===== config.mk =====
export PLATFORM = sky130hd
export DESIGN_NAME = refl_gray_counter
export DESIGN_NICKNAME = d
export VERILOG_FILES = /design/src/rtl/rgc_pkg.sv /design/src/rtl/rgc_end_detect.sv /design/src/rtl/rgc_level.sv /design/src/rtl/refl_gray_counter.sv
export SDC_FILE = /design/constraint.sdc
export NUM_CORES = 1
export LEC_CHECK = 0
export BUFFER_PORTS_ARGS = -buffer_cell sky130_fd_sc_hd__buf_2
export CORE_AREA = 2 2 39 41
export DETAILED_ROUTE_END_ITERATION = 8
export DIE_AREA = 0 0 41 43
export PLACE_DENSITY = 0.58
export SYNTH_ARGS = -nofsm -noshare
export SYNTH_HDL_FRONTEND = slang
export SYNTH_SLANG_ARGS = --single-unit

===== constraint.sdc =====
create_clock -name clk -period 1.4 [get_ports clk]
set_input_delay 0.28 -clock clk [delete_from_list [all_inputs] [get_ports clk]]
set_output_delay 0.28 -clock clk [all_outputs]
set_load 0.01 [all_outputs]

===== src/rtl/rgc_pkg.sv =====
package rgc_pkg;

  // Direction in which a sub-counter walks its Gray sequence.
  typedef enum logic {
    RGC_DOWN = 1'b0,
    RGC_UP   = 1'b1
  } rgc_dir_e;

  // A set top bit mirrors the direction seen by the bits beneath it.
  function automatic rgc_dir_e rgc_reflect(rgc_dir_e dir, logic top);
    return rgc_dir_e'(dir ^ top);
  endfunction

endpackage


===== src/rtl/rgc_end_detect.sv =====
module rgc_end_detect #(
  parameter int LOW_W = 1
) (
  input  logic [LOW_W-1:0] low,
  output logic             first_o,
  output logic             last_o
);

  // First state: all zeros.
  assign first_o = ~|low;

  // Last state: a one in the top position followed by zeros.
  generate
    if (LOW_W == 1) begin : g_one
      assign last_o = low[0];
    end else begin : g_many
      assign last_o = low[LOW_W-1] & ~|low[LOW_W-2:0];
    end
  endgenerate

endmodule


===== src/rtl/rgc_level.sv =====
module rgc_level
  import rgc_pkg::*;
#(
  parameter int LOW_W = 1
) (
  input  logic [LOW_W-1:0] low,
  input  rgc_dir_e         low_dir,
  input  logic             act_in,
  output logic             act_out,
  output logic             flip_o
);

  logic first_s;
  logic last_s;
  logic at_end;

  rgc_end_detect #(.LOW_W(LOW_W)) u_end (
    .low    (low),
    .first_o(first_s),
    .last_o (last_s)
  );

  // The lower counter has nowhere to go in its current direction.
  assign at_end  = (low_dir == RGC_UP) ? last_s : first_s;

  // At the end this level's own bit flips; otherwise the step passes down.
  assign flip_o  = act_in & at_end;
  assign act_out = act_in & ~at_end;

endmodule


===== src/rtl/refl_gray_counter.sv =====
module refl_gray_counter
  import rgc_pkg::*;
#(
  parameter int WIDTH = 8
) (
  input  logic             clk,
  input  logic             rst,
  input  logic             en,
  output logic [WIDTH-1:0] gray_q
);

  localparam int TOP = WIDTH - 1;

  logic [WIDTH-1:0] state_q;
  logic [WIDTH-1:0] act_v;
  logic [WIDTH-1:0] flip_v;

  // The whole counter always runs forward; the step enters at the top.
  assign act_v[TOP] = en;

  generate
    if (WIDTH > 1) begin : g_levels
      rgc_dir_e ldir [TOP:1];

      for (genvar k = TOP; k >= 1; k--) begin : g_lvl
        if (k == TOP) begin : g_head
          assign ldir[k] = rgc_reflect(RGC_UP, state_q[k]);
        end else begin : g_body
          assign ldir[k] = rgc_reflect(ldir[k+1], state_q[k]);
        end

        rgc_level #(.LOW_W(k)) u_level (
          .low    (state_q[k-1:0]),
          .low_dir(ldir[k]),
          .act_in (act_v[k]),
          .act_out(act_v[k-1]),
          .flip_o (flip_v[k])
        );
      end
    end
  endgenerate

  // Base case: the lowest bit toggles whenever a step reaches it.
  assign flip_v[0] = act_v[0];

  always_ff @(posedge clk) begin
    if (rst) begin
      state_q <= '0;
    end else begin
      state_q <= state_q ^ flip_v;
    end
  end

  assign gray_q = state_q;

endmodule


==> summary.txt, run 1 <==
Global routing
  – Largest net degree at the start of global routing: 11
  – Grt ovf: 0
  – Vias in the first global route: 344
  – Initial antenna violation count: 0
  – First-pass GRT wire length: 1.43 mm
  – Total track usage: 11.8%

Place
  – Port bufs: 10
  – Routability cong.: 0.659
  – Dpl hpwl: 675 um
  – Placed cells: 74

Clocking
  – Worst-Skew Late Latency: 250 ps
  – Max H-tree Level: 1
  – Hold_buf cts: 0
  – Max Buffers Root-to-Sink: 2
  – CTS tree: done
  – CTS clk-pin slew, worst paths: 60 ps
  – TritonCTS buffer count: 3
  – Clock Root Buffer: clkbuf_4
  – # clock sinks: 8

STA
  – Slew @ Worst Pin: 415 ps
  – Final hold vios: 0
  – Max-Slew Margin vs Limit: 72.0%
  – Post-route minimum period: 1400 ps
  – Final Cycle Share: 100%
  – Clock Skews: 4.73 ps
  – Peak Freq: 713 MHz
  – Fin Hold WS: 272 ps
  – Final WS setup: -2.45 ps
  – Unrepaired setup endpoints after global routing: yes
  – Slew Limit Fails: 0
  – # setup viols final: 2

Power
  – Gate power share: 14.0%
  – Leakage: 0.265 nW
  – Register share of total power: 48.2%
  – Sw power: 0.124 mW
  – Switch share: 24.9%
  – PwrDens: 806 nW/um2
  – VDD IR max: 0.262 mV
  – Internal power: 0.374 mW
  – Final Total Pwr: 0.497 mW
  – Clock share of power: 37.8%

Synthesis
  – Cell accounting for the most synthesized area: dfxtp_1
  – Largest cells by area after synthesis: dfxtp_1 (35%), mux2i_1 (6.6%), nor2_1 (5.8%)
  – Yosys warning count: 0
  – Sequential share of the synthesized area: 35.5%
  – Avg Cell Area, Syn: 9.61 um2
  – Ys flop type: dfxtp_1
  – Fraction of registers with async set/reset: 0%
  – Top-area cell type share of the netlist area: 35.5%
  – Post-synthesis instance total: 47
  – Syn nets: 50
  – Synth cell types: 26
  – Netlist Area Pre-Place: 452 um2
  – Number of synthesized flops with an enable pin: 0
  – Synthesized flop and latch total: 8

Hold path
  – Worst Hold Launch: en
  – Hold Path Class: input pin to flop

Floorplan
  – Placeable core area: 1380 um2
  – IO Pins: 11
  – Die H: 43 um
  – Starting Density: 32.6%
  – # rows: 14
  – Die Area: 1760 um2
  – Die X: 41 um

Setup path
  – Crit path largest cell delay: 400 ps
  – Critical Path Fanout Max: 4
  – Crit start category: flop
  – CP Class: flop to flop
  – Crit path DAT: 1540 ps
  – Crit path capture type: flop
  – RR Startpoint: gray_q[4]
  – Critical Path Source: gray_q[4]
  – Crit-path cells: xnor2_4 > xnor3_2 > a221o_2
  – CP max stage cell: xnor3_2
  – Worst endpoint required time: 1530 ps

Layout
  – Most frequent cells in the layout: buf_2 (10), nor2_1 (7), buf_4 (5)
  – Layout cells sized above 1: 49.2%
  – FILL cells: 138
  – Area Overhead vs Synth: 36.6%
  – Post-layout nets: 67
  – Final Non-Filler Cells: 79
  – Core Util, Final: 44.6%
  – Number of antenna diodes: 0
  – Commonest non-fill, non-tap cell in the layout: buf_2

Flow run
  – Max cap viols: 0

Drt
  – Router iterations before antenna repair: 4
  – Routed Antenna Nets: 0
  – First DRT Iteration DRCs: 6
  – Via density per instance: 4.85
  – Detail-routed net length per standard cell: 11.6 um
  – Aggregate routed wire length: 917 um
  – DR DRC count: 0
  – Routed via count: 383

Outcome
  – Status: complete, but fails checks
  – Violated checks: negative setup slack
## through the flow
stage / area, um2 / TNS, ps / setup slack (ps)
2_1_floorplan: 478 / 0 / 18.4
5_1_grt: 617 / -153 / -41.3
6_report: 617 / -3.70 / -2.45
3_3_place_gp: 562 / 0 / 22.8
3_5_place_dp: 562 / -0.142 / -0.142
4_1_cts: 607 / -3.26 / -3.26
## timing repair
action	CTS	global route
pin swaps	3	2
setup endpoints to repair	2	4
buffers inserted	1	0
endpoints found under the hold margin	0	0
resized for setup	1	4
## critical path: cells and delay by family, from the launching register on
| kind | cells | cell delay (ps) |
|---|---|---|
| compound gates | 1 | 350 |
| flops | 1 | 360 |
| xor+xnor | 2 | 580 |
## cells in the mapped netlist, types with 2 or more instances
cell,number
nand3b_1,2
mux2i_1,3
nand2_1,2
xnor2_1,2
nor2_1,7
a21oi_1,2
nand3_1,2
dfxtp_1,8
xor2_1,2
## layer usage
metal / GRT usage [%] / up-vias / wire length, um
met5: 0 / - / 0
met4: 6.00 / 0 / 12
met3: 3.14 / 2 / 32
met2: 17.2 / 8 / 453
met1: 15.2 / 174 / 419
li1: - / 199 / -
## path summary, 6_finish.rpt
kind	endpoint	slack [ps]	cells after the start
worst max-delay path	gray_q[1]	-2	3
worst min-delay path	flop	270	2
worst max register to register	gray_q[1]	-2	3
worst min register to register	gray_q[6]	520	1
## cell type report
cell class	count	area (um2)	share of cell area (%)
inverters	1	3.75	0.609
well taps	16	20.0	3.25
repair buffers	15	87.6	14.2
flip-flops and latches	8	174	28.2
clock buffers	4	26.3	4.26
multi-input cells	35	305	49.5
## logic make-up (layout without fill, tap and decap cells)
group | Yosys count | in the layout | share of synthesized area, %
and+or+nand+nor | 19 | 19 | 24.9
muxes | 4 | 4 | 9.14
DFF | 8 | 8 | 35.5
buffers and inverters | 4 | 20 | 4.43
xor gates and xnor gates | 6 | 6 | 16.6
AOI/OAI and AO/OA | 6 | 6 | 9.42
## power by group through the flow
stage | Clock, mW | Combinational, mW | Sequential [mW]
4_1_cts | 0.198 | 0.0689 | 0.243
2_1_floorplan | 0 | 0.0479 | 0.249
6_report | 0.188 | 0.0696 | 0.240
5_1_grt | 0.207 | 0.0772 | 0.242
3_5_place_dp | 0 | 0.0689 | 0.248
3_3_place_gp | 0 | 0.0696 | 0.248
No activity file was read; power rests on OpenSTA's default activity.
==> inputs of run 2 (changes only) <==
--- a/config.mk
+++ b/config.mk
@@ -5,11 +5,14 @@
 export SDC_FILE = /design/constraint.sdc
 export NUM_CORES = 1
 export LEC_CHECK = 0
+export ABC_AREA = 1
 export BUFFER_PORTS_ARGS = -buffer_cell sky130_fd_sc_hd__buf_2
-export CORE_AREA = 2 2 39 41
+export CORE_MARGIN = 2
+export CORE_UTILIZATION = 51
 export DETAILED_ROUTE_END_ITERATION = 8
-export DIE_AREA = 0 0 41 43
-export PLACE_DENSITY = 0.58
+export GPL_TIMING_DRIVEN = 0
+export PLACE_DENSITY = 0.75
 export SYNTH_ARGS = -nofsm -noshare
 export SYNTH_HDL_FRONTEND = slang
+export SYNTH_HIERARCHICAL = 1
 export SYNTH_SLANG_ARGS = --single-unit
==> summary.txt, run 2 <==
Outcome
  – Status: complete, but fails checks (unchanged)
  – Violated checks: negative setup slack (unchanged)

Synthesis
  – Avg Cell Area, Syn: 5.27 um2 (was 9.61 um2)
  – Most numerous cell in the Yosys netlist: nand2_1 (was dfxtp_1)
  – Synthesized flop and latch total: 8 (unchanged)
  – Netlist Area Pre-Place: 955 um2 (was 452 um2)
  – Post-synthesis instance total: 181 (was 47)
  – Yosys warning count: 6 (was 0)
  – Cell accounting for the most synthesized area: nand2_1 (was dfxtp_1)
  – Sequential share of the synthesized area: 16.8% (was 35.5%)
  – Largest cells by area after synthesis: nand2_1 (21%), dfxtp_1 (17%), inv_1 (15%) (was dfxtp_1 (35%), mux2i_1 (6.6%), nor2_1 (5.8%))
  – Fraction of registers with async set/reset: 0% (unchanged)
  – Syn nets: 184 (was 50)
  – Synth cell types: 14 (was 26)
  – Synth top cells by count: nand2_1 (53), inv_1 (38), nor2_1 (34), nand3_1 (11) (was dfxtp_1 (8), nor2_1 (7), mux2i_1 (3))
  – Number of synthesized flops with an enable pin: 0 (unchanged)
  – Ys flop type: dfxtp_1 (unchanged)
  – Top-area cell type share of the netlist area: 20.8% (was 35.5%)

Global routing
  – Grt ovf: 0 (unchanged)
  – First-pass GRT wire length: 4.04 mm (was 1.43 mm)
  – Vias in the first global route: 1060 (was 344)
  – Largest net degree at the start of global routing: 9 (was 11)
  – Total track usage: 26.0% (was 11.8%)
  – Initial antenna violation count: 0 (unchanged)

Clocking
  – Worst-Skew Late Latency: 270 ps (was 250 ps)
  – TritonCTS buffer count: 3 (unchanged)
  – CTS tree: done (unchanged)
  – Hold_buf cts: 0 (unchanged)
  – Clock Root Buffer: clkbuf_4 (unchanged)
  – Max H-tree Level: 1 (unchanged)
  – CTS clk-pin slew, worst paths: 60 ps (about the same)
  – Max Buffers Root-to-Sink: 2 (unchanged)
  – # clock sinks: 8 (unchanged)

Drt
  – Detail-routed net length per standard cell: 12.7 um (was 11.6 um)
  – Aggregate routed wire length: 3.16 mm (was 917 um)
  – Routed Antenna Nets: 0 (unchanged)
  – Routed via count: 1238 (was 383)
  – Via density per instance: 4.99 (was 4.85)
  – Router iterations before antenna repair: 5 (was 4)
  – First DRT Iteration DRCs: 40 (was 6)
  – DR DRC count: 0 (unchanged)

Hold path
  – Worst hold path stage count: 2 (unchanged)
  – Hold Path Class: input pin to flop (unchanged)

STA
  – Slew Limit Fails: 0 (unchanged)
  – Clock Skews: 11.5 ps (was 4.73 ps)
  – Unrepaired setup endpoints after global routing: yes (unchanged)
  – Max-Slew Margin vs Limit: 79.8% (was 72.0%)
  – Final hold vios: 0 (unchanged)
  – Final Cycle Share: 158% (was 100%)
  – Peak Freq: 451 MHz (was 713 MHz)
  – Slew @ Worst Pin: 303 ps (was 415 ps)
  – Fin Hold WS: 324 ps (was 272 ps)
  – Final WS setup: -816 ps (was -2.45 ps)
  – # setup viols final: 8 (was 2)
  – Post-route minimum period: 2220 ps (was 1400 ps)

Setup path
  – Worst endpoint required time: 1560 ps (was 1530 ps)
  – Crit start category: flop (unchanged)
  – Crit path DAT: 2370 ps (was 1540 ps)
  – Critical Path Fanout Max: 7 (was 4)
  – Crit path capture type: flop (unchanged)
  – FF-to-FF path depth: 18 (was 3)
  – CP Class: flop to flop (unchanged)

Layout
  – Final Non-Filler Cells: 248 (was 79)
  – Number of antenna diodes: 0 (unchanged)
  – Post-layout nets: 227 (was 67)
  – Most frequent cells in the layout: nand2_1 (50), inv_1 (36), buf_4 (24) (was buf_2 (10), nor2_1 (7), buf_4 (5))
  – Cell area after layout: 1430 um2 (was 617 um2)
  – Layout cells sized above 1: 45.3% (was 49.2%)
  – Area Overhead vs Synth: 50.2% (was 36.6%)
  – Commonest non-fill, non-tap cell in the layout: nand2_1 (was buf_2)
  – Max FFs per register: 8

Floorplan
  – Die H: 47.3 um (was 43 um)
  – # rows: 15 (was 14)
  – Die Area: 2230 um2 (was 1760 um2)
  – Placeable core area: 1750 um2 (was 1380 um2)
  – Starting Density: 54.7% (was 32.6%)
  – IO Pins: 11 (unchanged)
  – Die X: 47.3 um (was 41 um)

Flow run
  – Max cap viols: 0 (unchanged)

Place
  – Port bufs: 9 (was 10)
  – Dpl hpwl: 1.58 mm (was 675 um)
  – Placed cells: 215 (was 74)
  – Routability cong.: 0.723 (was 0.659)
  – DP Area: 1060 um2 (was 562 um2)
==> run 2: cells by family (layout without fill, tap and decap cells) <==
kind of cell / after synthesis / in the layout / synth area share (%)
and+or+nand+nor: 117 / 117 / 56.6
buffers and inverters: 48 / 90 / 19.3
xor gates and xnor gates: 8 / 8 / 7.34
DFF: 8 / 8 / 16.8
==> run 2: cell type report <==
class                   instances  area [um2]
multi-input cells             125         716
fillers                       120         312
repair buffers                 38         292
flip-flops and latches          8         185
inverters                      46         173
well taps                      25        31.3
clock buffers                   4        26.3
plain buffers                   2        11.3
==> run 2: path summary, 6_finish.rpt <==
kind	slack, ps	start	endpoint
min	320	rst	gray_q[3]
max reg2reg	-820	gray_q[6]	gray_q[1]
max	-820	gray_q[6]	gray_q[1]
min reg2reg	580	gray_q[7]	gray_q[7]
==> run 2: repair_timing <==
| action | CTS | global route |
|---|---|---|
| setup buffers | 21 | 8 |
| gates resized for setup | 7 | 31 |
| pin swaps | 12 | 15 |
| setup endpoints to repair | 6 | 8 |
| cloned | 0 | 0 |
==> run 2: routing by layer <==
metal	up-vias	track usage, %	wire, um
met5	-	0	0
met4	0	16.7	111
met3	19	3.46	146
met2	50	47.6	1630
met1	568	27.2	1270
li1	601	-	-
==> run 2: per-stage QoR <==
step | util [%] | setup slack (ps) | TNS [ps]
3_5_place_dp | 60.5 | -675 | -2520
3_3_place_gp | 60.5 | -678 | -2440
6_report | 82.2 | -816 | -3850
5_1_grt | 82.2 | -1010 | -4920
2_1_floorplan | - | -448 | -1340
4_1_cts | 72.4 | -618 | -2560
==> run 2: worst max-delay path: stages (launching register included) <==
cell and delay, ps:
dfxtp_2 390, nand2_1 150, nand2_2 160, nand2_4 80, nand2_2 90, inv_2 40, nand2_1 50, nand2_1 40
nor2_1 110, inv_1 70, nor2_1 110, inv_1 60, nor2_1 120, inv_1 90, nor2_1 110, inv_1 90
nor2_2 150, xnor2_1 140, nor2_1 60
Power of run 2 is left out: the tool's default activity adds up to more than one toggle a clock period on the data nets, which glitch-free logic cannot reach.
